$ cat config.mk
export PLATFORM = sky130hd
export DESIGN_NAME = irq_cause_ctrl
export DESIGN_NICKNAME = d
export VERILOG_FILES = /design/src/rtl/irq_cc_pkg.sv /design/src/rtl/irq_cc_regs.sv /design/src/rtl/irq_cc_prio.sv /design/src/rtl/irq_cc_dispatch.sv /design/src/rtl/irq_cause_ctrl.sv
export SDC_FILE = /design/constraint.sdc
export NUM_CORES = 1
export LEC_CHECK = 0
export ABC_AREA = 0
export BUFFER_PORTS_ARGS = -buffer_cell sky130_fd_sc_hd__buf_2
export CORE_MARGIN = 3
export CORE_UTILIZATION = 46
export DETAILED_ROUTE_END_ITERATION = 8
export GPL_TIMING_DRIVEN = 0
export PLACE_DENSITY = 0.77
export SLEW_MARGIN = 20
export SYNTH_ARGS = -nofsm -noshare
export SYNTH_HDL_FRONTEND = slang
export SYNTH_SLANG_ARGS = --single-unit
$ cat constraint.sdc
create_clock -name clk -period 2 [get_ports clk]
set_input_delay 0.3 -clock clk [delete_from_list [all_inputs] [get_ports clk]]
set_output_delay 0.3 -clock clk [all_outputs]
set_load 0.02 [all_outputs]
$ cat src/rtl/irq_cc_pkg.sv
package irq_cc_pkg;
    localparam int DATA_W   = 32;
    localparam int IDX_W    = 5;
    localparam int SRC_LO   = 1;
    localparam int SRC_HI   = 29;
    // summary bit positions (software decodes these)
    localparam int SUM_ANY  = 0;
    localparam int SUM_GRPA = 30;
    localparam int SUM_GRPB = 31;
    localparam logic [DATA_W-1:0] SRC_BITS  = 32'h3FFF_FFFE;
    localparam logic [DATA_W-1:0] GRPA_BITS = 32'h3C1F_FFFE; // 29..26, 20..1
    localparam logic [DATA_W-1:0] GRPB_BITS = 32'h03FF_FFFE; // 25..1

    typedef enum logic [1:0] {
        DS_IDLE  = 2'd0,
        DS_GRANT = 2'd1,
        DS_SPUR  = 2'd2
    } disp_state_e;
endpackage

$ cat src/rtl/irq_cc_regs.sv
module irq_cc_regs
    import irq_cc_pkg::*;
(
    input  logic              clk,
    input  logic              rst_n,
    input  logic [DATA_W-1:0] src_i,
    input  logic              mask_we,
    input  logic              cause_we,
    input  logic [DATA_W-1:0] wdata,
    output logic [DATA_W-1:0] mask_q,
    output logic [DATA_W-1:0] cause_q
);
    logic [DATA_W-1:0] src_m;
    logic [DATA_W-1:0] cause_kept;
    logic [DATA_W-1:0] cause_nxt;

    always_comb begin
        src_m      = src_i & SRC_BITS;
        cause_kept = cause_we ? (cause_q & wdata) : cause_q;
        // set beats clear
        cause_nxt  = (cause_kept | src_m) & SRC_BITS;
    end

    always_ff @(posedge clk) begin
        if (!rst_n) begin
            mask_q  <= '0;
            cause_q <= '0;
        end else begin
            if (mask_we) begin
                mask_q <= wdata & SRC_BITS;
            end
            cause_q <= cause_nxt;
        end
    end


    src_sets_chk: assert property (@(posedge clk) disable iff (!rst_n)
        (|src_m) |=> ((cause_q & $past(src_m)) == $past(src_m)));


    no_silent_clear_chk: assert property (@(posedge clk) disable iff (!rst_n)
        !cause_we |=> ((cause_q & $past(cause_q)) == $past(cause_q)));


    mask_load_chk: assert property (@(posedge clk) disable iff (!rst_n)
        mask_we |=> (mask_q == $past(wdata & SRC_BITS)));
endmodule

$ cat src/rtl/irq_cc_prio.sv
module irq_cc_prio
    import irq_cc_pkg::*;
(
    input  logic [DATA_W-1:0] pend,
    output logic              any,
    output logic [IDX_W-1:0]  idx
);
    logic [SRC_HI:SRC_LO-1] seen;
    logic [SRC_HI:SRC_LO]   first;
    logic [IDX_W-1:0]       idx_term [SRC_HI:SRC_LO];
    logic [IDX_W-1:0]       idx_acc  [SRC_HI:SRC_LO-1];

    assign seen[SRC_LO-1]    = 1'b0;
    assign idx_acc[SRC_LO-1] = '0;

    genvar gi;
    generate
        for (gi = SRC_LO; gi <= SRC_HI; gi++) begin : g_bit
            assign first[gi]    = pend[gi] & ~seen[gi-1];
            assign seen[gi]     = seen[gi-1] | pend[gi];
            assign idx_term[gi] = first[gi] ? IDX_W'(gi) : '0;
            assign idx_acc[gi]  = idx_acc[gi-1] | idx_term[gi];
        end
    endgenerate

    assign any = seen[SRC_HI];
    assign idx = idx_acc[SRC_HI];


    first_onehot_chk: assert final ($onehot0(first));
endmodule

$ cat src/rtl/irq_cc_dispatch.sv
module irq_cc_dispatch
    import irq_cc_pkg::*;
#(
    parameter int ERR_W = 8
) (
    input  logic             clk,
    input  logic             rst_n,
    input  logic             req,
    input  logic             any,
    input  logic [IDX_W-1:0] idx_in,
    output logic             grant_vld,
    output logic [IDX_W-1:0] grant_idx,
    output logic             spur,
    output logic [ERR_W-1:0] err_cnt
);
    localparam logic [ERR_W-1:0] ERR_MAX = '1;

    disp_state_e state_q, state_n;

    always_comb begin
        state_n = state_q;
        unique case (state_q)
            DS_IDLE:  if (req) state_n = any ? DS_GRANT : DS_SPUR;
            DS_GRANT: state_n = DS_IDLE;
            DS_SPUR:  state_n = DS_IDLE;
            default:  state_n = DS_IDLE;
        endcase
    end

    always_ff @(posedge clk) begin
        if (!rst_n) state_q <= DS_IDLE;
        else        state_q <= state_n;
    end

    always_ff @(posedge clk) begin
        if (!rst_n) begin
            grant_idx <= '0;
            err_cnt   <= '0;
        end else begin
            if (state_q == DS_IDLE && state_n == DS_GRANT) begin
                grant_idx <= idx_in;
            end
            if (state_q == DS_IDLE && state_n == DS_SPUR && err_cnt != ERR_MAX) begin
                err_cnt <= err_cnt + 1'b1;
            end
        end
    end

    assign grant_vld = (state_q == DS_GRANT);
    assign spur      = (state_q == DS_SPUR);


    grant_pulse_chk: assert property (@(posedge clk) disable iff (!rst_n)
        grant_vld |=> !grant_vld);


    grant_range_chk: assert property (@(posedge clk) disable iff (!rst_n)
        grant_vld |-> (grant_idx >= IDX_W'(SRC_LO) && grant_idx <= IDX_W'(SRC_HI)));


    err_step_chk: assert property (@(posedge clk) disable iff (!rst_n)
        $rose(spur) |-> ((err_cnt == $past(err_cnt) + 1'b1) ||
                         (($past(err_cnt) == ERR_MAX) && (err_cnt == ERR_MAX))));


    excl_chk: assert property (@(posedge clk) disable iff (!rst_n)
        $onehot0({grant_vld, spur}));
endmodule

$ cat src/rtl/irq_cause_ctrl.sv
module irq_cause_ctrl
    import irq_cc_pkg::*;
#(
    parameter int ADDR_W    = 2,
    parameter int MASK_OFS  = 0,
    parameter int CAUSE_OFS = 1,
    parameter int ERR_W     = 8
) (
    input  logic              clk,
    input  logic              rst_n,
    input  logic [ADDR_W-1:0] bus_addr,
    input  logic              bus_we,
    input  logic [31:0]       bus_wdata,
    output logic [31:0]       bus_rdata,
    input  logic [31:0]       src_i,
    input  logic              disp_req,
    output logic              irq_o,
    output logic              grant_vld,
    output logic [4:0]        grant_idx,
    output logic              spur_o,
    output logic [ERR_W-1:0]  err_cnt
);
    localparam logic [ADDR_W-1:0] MASK_A  = ADDR_W'(MASK_OFS);
    localparam logic [ADDR_W-1:0] CAUSE_A = ADDR_W'(CAUSE_OFS);

    logic              mask_we, cause_we;
    logic [DATA_W-1:0] mask_q, cause_q, pend, cause_view;
    logic              pend_any;
    logic [IDX_W-1:0]  pend_idx;

    assign mask_we  = bus_we && (bus_addr == MASK_A);
    assign cause_we = bus_we && (bus_addr == CAUSE_A);

    irq_cc_regs u_regs (
        .clk      (clk),
        .rst_n    (rst_n),
        .src_i    (src_i),
        .mask_we  (mask_we),
        .cause_we (cause_we),
        .wdata    (bus_wdata),
        .mask_q   (mask_q),
        .cause_q  (cause_q)
    );

    assign pend = cause_q & mask_q;

    irq_cc_prio u_prio (
        .pend (pend),
        .any  (pend_any),
        .idx  (pend_idx)
    );

    irq_cc_dispatch #(.ERR_W(ERR_W)) u_disp (
        .clk       (clk),
        .rst_n     (rst_n),
        .req       (disp_req),
        .any       (pend_any),
        .idx_in    (pend_idx),
        .grant_vld (grant_vld),
        .grant_idx (grant_idx),
        .spur      (spur_o),
        .err_cnt   (err_cnt)
    );

    always_comb begin
        cause_view           = cause_q & SRC_BITS;
        cause_view[SUM_ANY]  = |(cause_q & SRC_BITS);
        cause_view[SUM_GRPA] = |(cause_q & GRPA_BITS);
        cause_view[SUM_GRPB] = |(cause_q & GRPB_BITS);
    end

    always_comb begin
        if (bus_addr == MASK_A)       bus_rdata = mask_q;
        else if (bus_addr == CAUSE_A) bus_rdata = cause_view;
        else                          bus_rdata = '0;
    end

    always_ff @(posedge clk) begin
        if (!rst_n) irq_o <= 1'b0;
        else        irq_o <= |(pend & SRC_BITS);
    end


    irq_rise_chk: assert property (@(posedge clk) disable iff (!rst_n)
        (|pend) |=> irq_o);


    irq_fall_chk: assert property (@(posedge clk) disable iff (!rst_n)
        !(|pend) |=> !irq_o);


    summary_nest_chk: assert property (@(posedge clk) disable iff (!rst_n)
        (bus_addr == CAUSE_A && (bus_rdata[SUM_GRPA] || bus_rdata[SUM_GRPB])) |-> bus_rdata[SUM_ANY]);
endmodule

# == After elaboration in Yosys (flattened, before gate mapping) ==
# Cells that the tools add are included.
# classes
addsub,1
n_eq_ne,6
mux,35
bitwise_logic,115
reduce_logical,11
# op_table
op,count
$or 5x5->5,28
$mux 5,14
$mux 32,2
$and 30x30->30,2
$reduce_or 29->1,2
$mux 4,8
$mux 30,1
$or 30x30->30,1
$and 1x1->1,28
$not 1->1,28
$or 1x1->1,28
$reduce_or 25->1,1
$reduce_or 24->1,1
$mux 3,4
$mux 2,5
$add 8x1->8 const B,1
$ne 8x8->1 const B,1
$eq 2x1->1 const B,3
$logic_and 1x1->1,5
$eq 2x2->1 const B,2
$logic_not 2->1,2
$mux 1,1
# word_totals
regBits,74
input_bits,70
output_inout_bits,48
elab_cells,174

# == Longest topological paths before layout ==
# logic_depth
depth_word,35
mapped_depth,7
depth_no_buf,5

# == By module ==
# A second synthesis with hierarchy kept.
# unflattened
hier_cells,490
hier_area_um2,4212.8
# by_module_without_submodules
module,n_inst,cells_each,area_per_inst_um2,seq_area_each_um2
irq_cc_regs,1,222,2230.9,1161.1
irq_cause_ctrl,1,129,847.1,20.0
irq_cc_dispatch,1,75,744.5,300.3
irq_cc_prio,1,64,390.4,0.0

# == Worst setup path before layout ==
# Ideal clock, no wire load.
# synth_path
kind,input to output
start,in bus_addr[0]
end,out bus_rdata[20]
arrival_ns,1.835
t_required_ns,1.700
setup_slack_ns,-0.135
cell_stages,5
n_path_buf,3
path_cell_list,clkbuf_1 buf_1 buf_1 mux2i_1 nor2_1
# synth_via
elab_chain_len,3
elab_cells_between_ends,4
classes_between,eq/ne: 1; mux: 2; reduce/logical: 1
# synth_lines
element,line_no,source
from (decl),irq_cause_ctrl.sv:11,"input logic [ADDR_W-1:0] bus_addr,"
$eq 2x1->1,irq_cause_ctrl.sv:74,else if (bus_addr == CAUSE_A) bus_rdata = cause_view;
$mux 32,irq_cause_ctrl.sv:74,
$mux 32 *,irq_cause_ctrl.sv:73,if (bus_addr == MASK_A) bus_rdata = mask_q;
to (decl),irq_cause_ctrl.sv:14,"output logic [31:0] bus_rdata,"
# Mark *: on every way between the ends. The rest lies on a longest branch, timed or not.

# == Worst setup path in the final report ==
# layout_path
start,reg u_regs.cause_q[15]
end,out bus_rdata[0]
# layout_via
elab_chain_len,3
# layout_lines
element,line_no,source
from (decl),irq_cc_regs.sv:11,output logic [DATA_W-1:0] cause_q
from (signal assigned),irq_cc_regs.sv:32,cause_q <= cause_nxt;
$reduce_or 29->1,irq_cause_ctrl.sv:67,cause_view[SUM_ANY] = |(cause_q & SRC_BITS);
$mux 32,irq_cause_ctrl.sv:74,
$mux 32,irq_cause_ctrl.sv:73,
# No other way between the ends.

==> summary.md <==
| Metric | Value |
|---|---|
| Number of inserted diodes | 0 |
| Violated checks | negative setup slack |
| Setup repair after global routing missed its margin | true |
| EDFF count, synth | 0 |
| Ports | 118 |
| Die Ht | 96.83 µm |
| Max Slew Vio Count | 0 |
| Area of the core | 0.007848 mm² |
| Fin nets | about 710 |
| Post-synth cell types | 48 |
| Crit end category | primary output |
| Die X-Extent | 96.83 µm |
| WL/cell | around 16 µm |
| Peak VDD IR | 0.0003268 V |
| Syn Std Cell Area | 0.003795 mm² |
| Worst slew margin | ~54% |
| Post-Syn Instances | approximately 500 |
| CP Class | flip-flop to primary output |
| Setup ws final | -0.08943 ns |
| Total gr overflow | 0 |
| Core Util, Final | ~63% |
| Pwr Density | 762.3 mW/mm² |
| Initial core utilization | slightly below 50% |
| CTS tree | yes |
| FILL cells | 705 |
| Setup slack, reg-to-reg | roughly 0.070 ns |
| Clk sink count | 74 |
| LEAKAGE | 2.232 nW |
| Worst hold path class | primary input to flip-flop |
| Seq/Total Area, Yosys | 39.04% |
| CTS H-Tree Depth | 3 |
| Worst skew pair latency | 0.35 ns |
| Initial DRC count | 343 |
| Timing startpoint of the critical path | u_regs.cause_q[15]$_SDFF_PN0_ |
| Worst r2r path cells | 5 |
| Run status | finished, violations left |
| Vias in the first global route | 4162 |
| CTS clk-pin slew, worst paths | 0.08 ns |
| Max-cap viol count | 0 |
| Layout cell share with drive strength beyond 1 | 28.13% |
| Final ANT Viol Nets | 0 |
| Synth-to-Final Area Change | 31.03% |
| CP startpoint kind | flip-flop |
| RR Endpoint | u_disp.err_cnt[0]$_SDFFE_PN0P_ |
| Via-to-Cell Ratio | 5.934 |
| Crit-path max FO | 3 |
| Area of the multi-input gates | 0.002216 mm² |
| Asr flop ratio synth | 0% |
| Syn_nets | 574 |
| Final WL | approximately 12 mm |
| Max Freq | between 400 and 500 MHz |
| Slew @ Worst Pin | 0.6905 ns |
| Clock buffer depth | 2 |
| Die area | 0.009376 mm² |
| Largest net degree at the start of global routing | 13 |
| Seq. cell area | 0.001516 mm² |
| Period Utilization, post-route | 104.5% |
| Total GRT Usage | 24.33% |
| Port buffer count | 110 |
| CP endpoint | bus_rdata[0] |
| WP data required | 1.70 ns |
| Row cnt | 32 |
| WHS | about 0.17 ns |
| Final GP Congestion | 0.8973 |
| Drt drc | 0 |
| First-pass GRT wire length | between 15 and 20 mm |
| Vias | 4403 |
| Final worst path period need | about 2.1 ns |
| Most used DFF post-synth | dfxtp_1 |
| Inserted Clock Buffers | 9 |
| Detail Placement HPWL | between 8 and 9 mm |
| Skew final | 0.008790 ns |
| Critical path arrival | 1.79 ns |
| RR Startpoint | u_regs.cause_q[4]$_SDFF_PN0_ |
| Syn avg cell area | 7.545 µm² |
| DR pass1 iterations | 5 |
| CTS root buf | clkbuf_8 |
| Final Hold Vio Count | 0 |
| Number of synthesized register bits | 74 |
| Syn. warnings | 0 |
| Setup violators final | 2 |
| Initial antenna violation count | 0 |
## Yosys cell counts, drive strengths merged, types with 2 or more instances
cell type	instances	share of area (%)
nor3	7	0.92
dfxtp	74	39
and4	2	0.49
inv	31	3.1
a21oi	72	9.5
a32oi	3	0.69
nand3	13	2.0
o31ai	4	0.79
a41oi	2	0.46
nand4	6	0.99
nor2	39	3.9
nand2b	2	0.33
nand2	88	8.7
nor4	8	1.3
clkbuf	22	2.2
a222oi	6	1.6
or4	3	0.59
nor2b	3	0.49
and3	5	0.99
a22o	5	1.2
a31oi	7	1.2
mux2i	30	7.9
and2	4	0.66
a22oi	7	1.4
o21ai	37	4.9
buf	4	0.40
a221o	2	0.53
## sequential cells by signal, summed over array words and instances, names as in the netlist
name / cells
irq_o: 1
u_disp.err_cnt: 8
u_disp.grant_idx: 5
u_disp.state_q: 2
u_regs.cause_q: 29
u_regs.mask_q: 29
## critical path, cell delays in order, from the launching register on
cell and delay, ns:
dfxtp_4 0.36, nor4_4 0.29, nand3_1 0.12, nor2_2 0.19, a31oi_1 0.13, o21bai_1 0.17
buf_4 0.17
## through the flow
| step | setup TNS, ns | cell area, µm² | power [mW] | worst slack (ns) | cells |
|---|---|---|---|---|---|
| after floorplan | 0 | 3796 | 2.054 | 0.004827 | 503 |
| after global placement | -5.226 | 4474 | 2.275 | -0.3418 | 715 |
| after detailed placement | -5.632 | 4474 | 2.290 | -0.3765 | 715 |
| after CTS | -0.02583 | 4816 | 3.741 | -0.02583 | 736 |
| after global routing | -0.2774 | 4972 | 3.924 | -0.1392 | 742 |
| final | -0.1342 | 4972 | 3.790 | -0.08943 | 742 |
## logic make-up after synthesis
| family | after synthesis | synth area share [%] |
|---|---|---|
| and+or+nand+nor | 185 | 22.42 |
| AOI/OAI and AO/OA | 156 | 24.66 |
| muxes | 30 | 7.913 |
| buffers and inverters | 57 | 5.638 |
| DFF | 74 | 39.04 |
| adders and majority gates | 1 | 0.3297 |
## routing by layer
layer / routed length (µm) / track usage, %
met5: 0 / 0
met4: 379 / 12.31
met3: 914 / 4.110
met2: 5496 / 38.38
met1: 5075 / 32.01
## worst min path at each step
stage          depth (start not counted)                            from  slack [ns]                        endpoint
2_1_floorplan                          2                       src_i[10]        0.43   u_regs.cause_q[10]$_SDFF_PN0_
3_3_place_gp                           2   u_regs.mask_q[7]$_SDFFE_PN0P_        0.46   u_regs.mask_q[7]$_SDFFE_PN0P_
3_5_place_dp                           2  u_regs.mask_q[29]$_SDFFE_PN0P_        0.46  u_regs.mask_q[29]$_SDFFE_PN0P_
4_1_cts                                3                        src_i[3]        0.16    u_regs.cause_q[3]$_SDFF_PN0_
5_1_grt                                3                        src_i[7]        0.17    u_regs.cause_q[7]$_SDFF_PN0_
6_report                               3                        src_i[6]        0.17    u_regs.cause_q[6]$_SDFF_PN0_
## cell type report
| class | count | share of cell area, % |
|---|---|---|
| multi-input combinational | 372 | 44.56 |
| sequential | 74 | 30.50 |
| timing repair buffer | 122 | 12.93 |
| clock buffer | 11 | 3.045 |
| tap | 102 | 2.567 |
| inverter | 31 | 2.340 |
| buffer | 25 | 2.038 |
| clock inverter | 5 | 2.013 |
## power by group
part | internal (mW) | total, mW | switching (mW)
logic | 0.271 | 0.654 | 0.383
registers | 1.56 | 1.68 | 0.117
clock network | 0.893 | 1.46 | 0.565
## layout by cell type, fill, tap and decap left out, types with 2 or more instances in the layout
cell	instances
nand3_2	2
nand3_1	9
nand3_4	2
nor3_1	4
buf_1	2
nor2b_1	3
and2_1	4
a222oi_1	6
nand2b_1	2
nor4_1	3
dfxtp_2	13
a31oi_1	7
a21oi_1	72
nand2_1	88
nor4_2	3
bufinv_16	3
or4_1	3
nand4_1	6
a221o_1	2
dfxtp_4	5
buf_4	14
nor3_2	2
clkbuf_8	11
buf_2	109
and3_4	3
clkinv_2	2
mux2i_1	30
a32oi_1	3
nor2_1	38
dfxtp_1	56
inv_1	31
nor4_4	2
o31ai_1	4
a22oi_1	6
a41oi_1	2
clkbuf_1	21
a22o_1	5
o21ai_0	37
## repair_timing
| action | 4_1_cts | 5_1_grt |
|---|---|---|
| gates resized for setup | 16 | 33 |
| endpoints found under the setup margin | 27 | 13 |
| hold endpoints to repair | 0 | 0 |
| pin swaps | 12 | 17 |
| hold buffers | 0 | 0 |
| buffers inserted | 6 | 6 |
No activity file was read; power rests on OpenSTA's default activity.
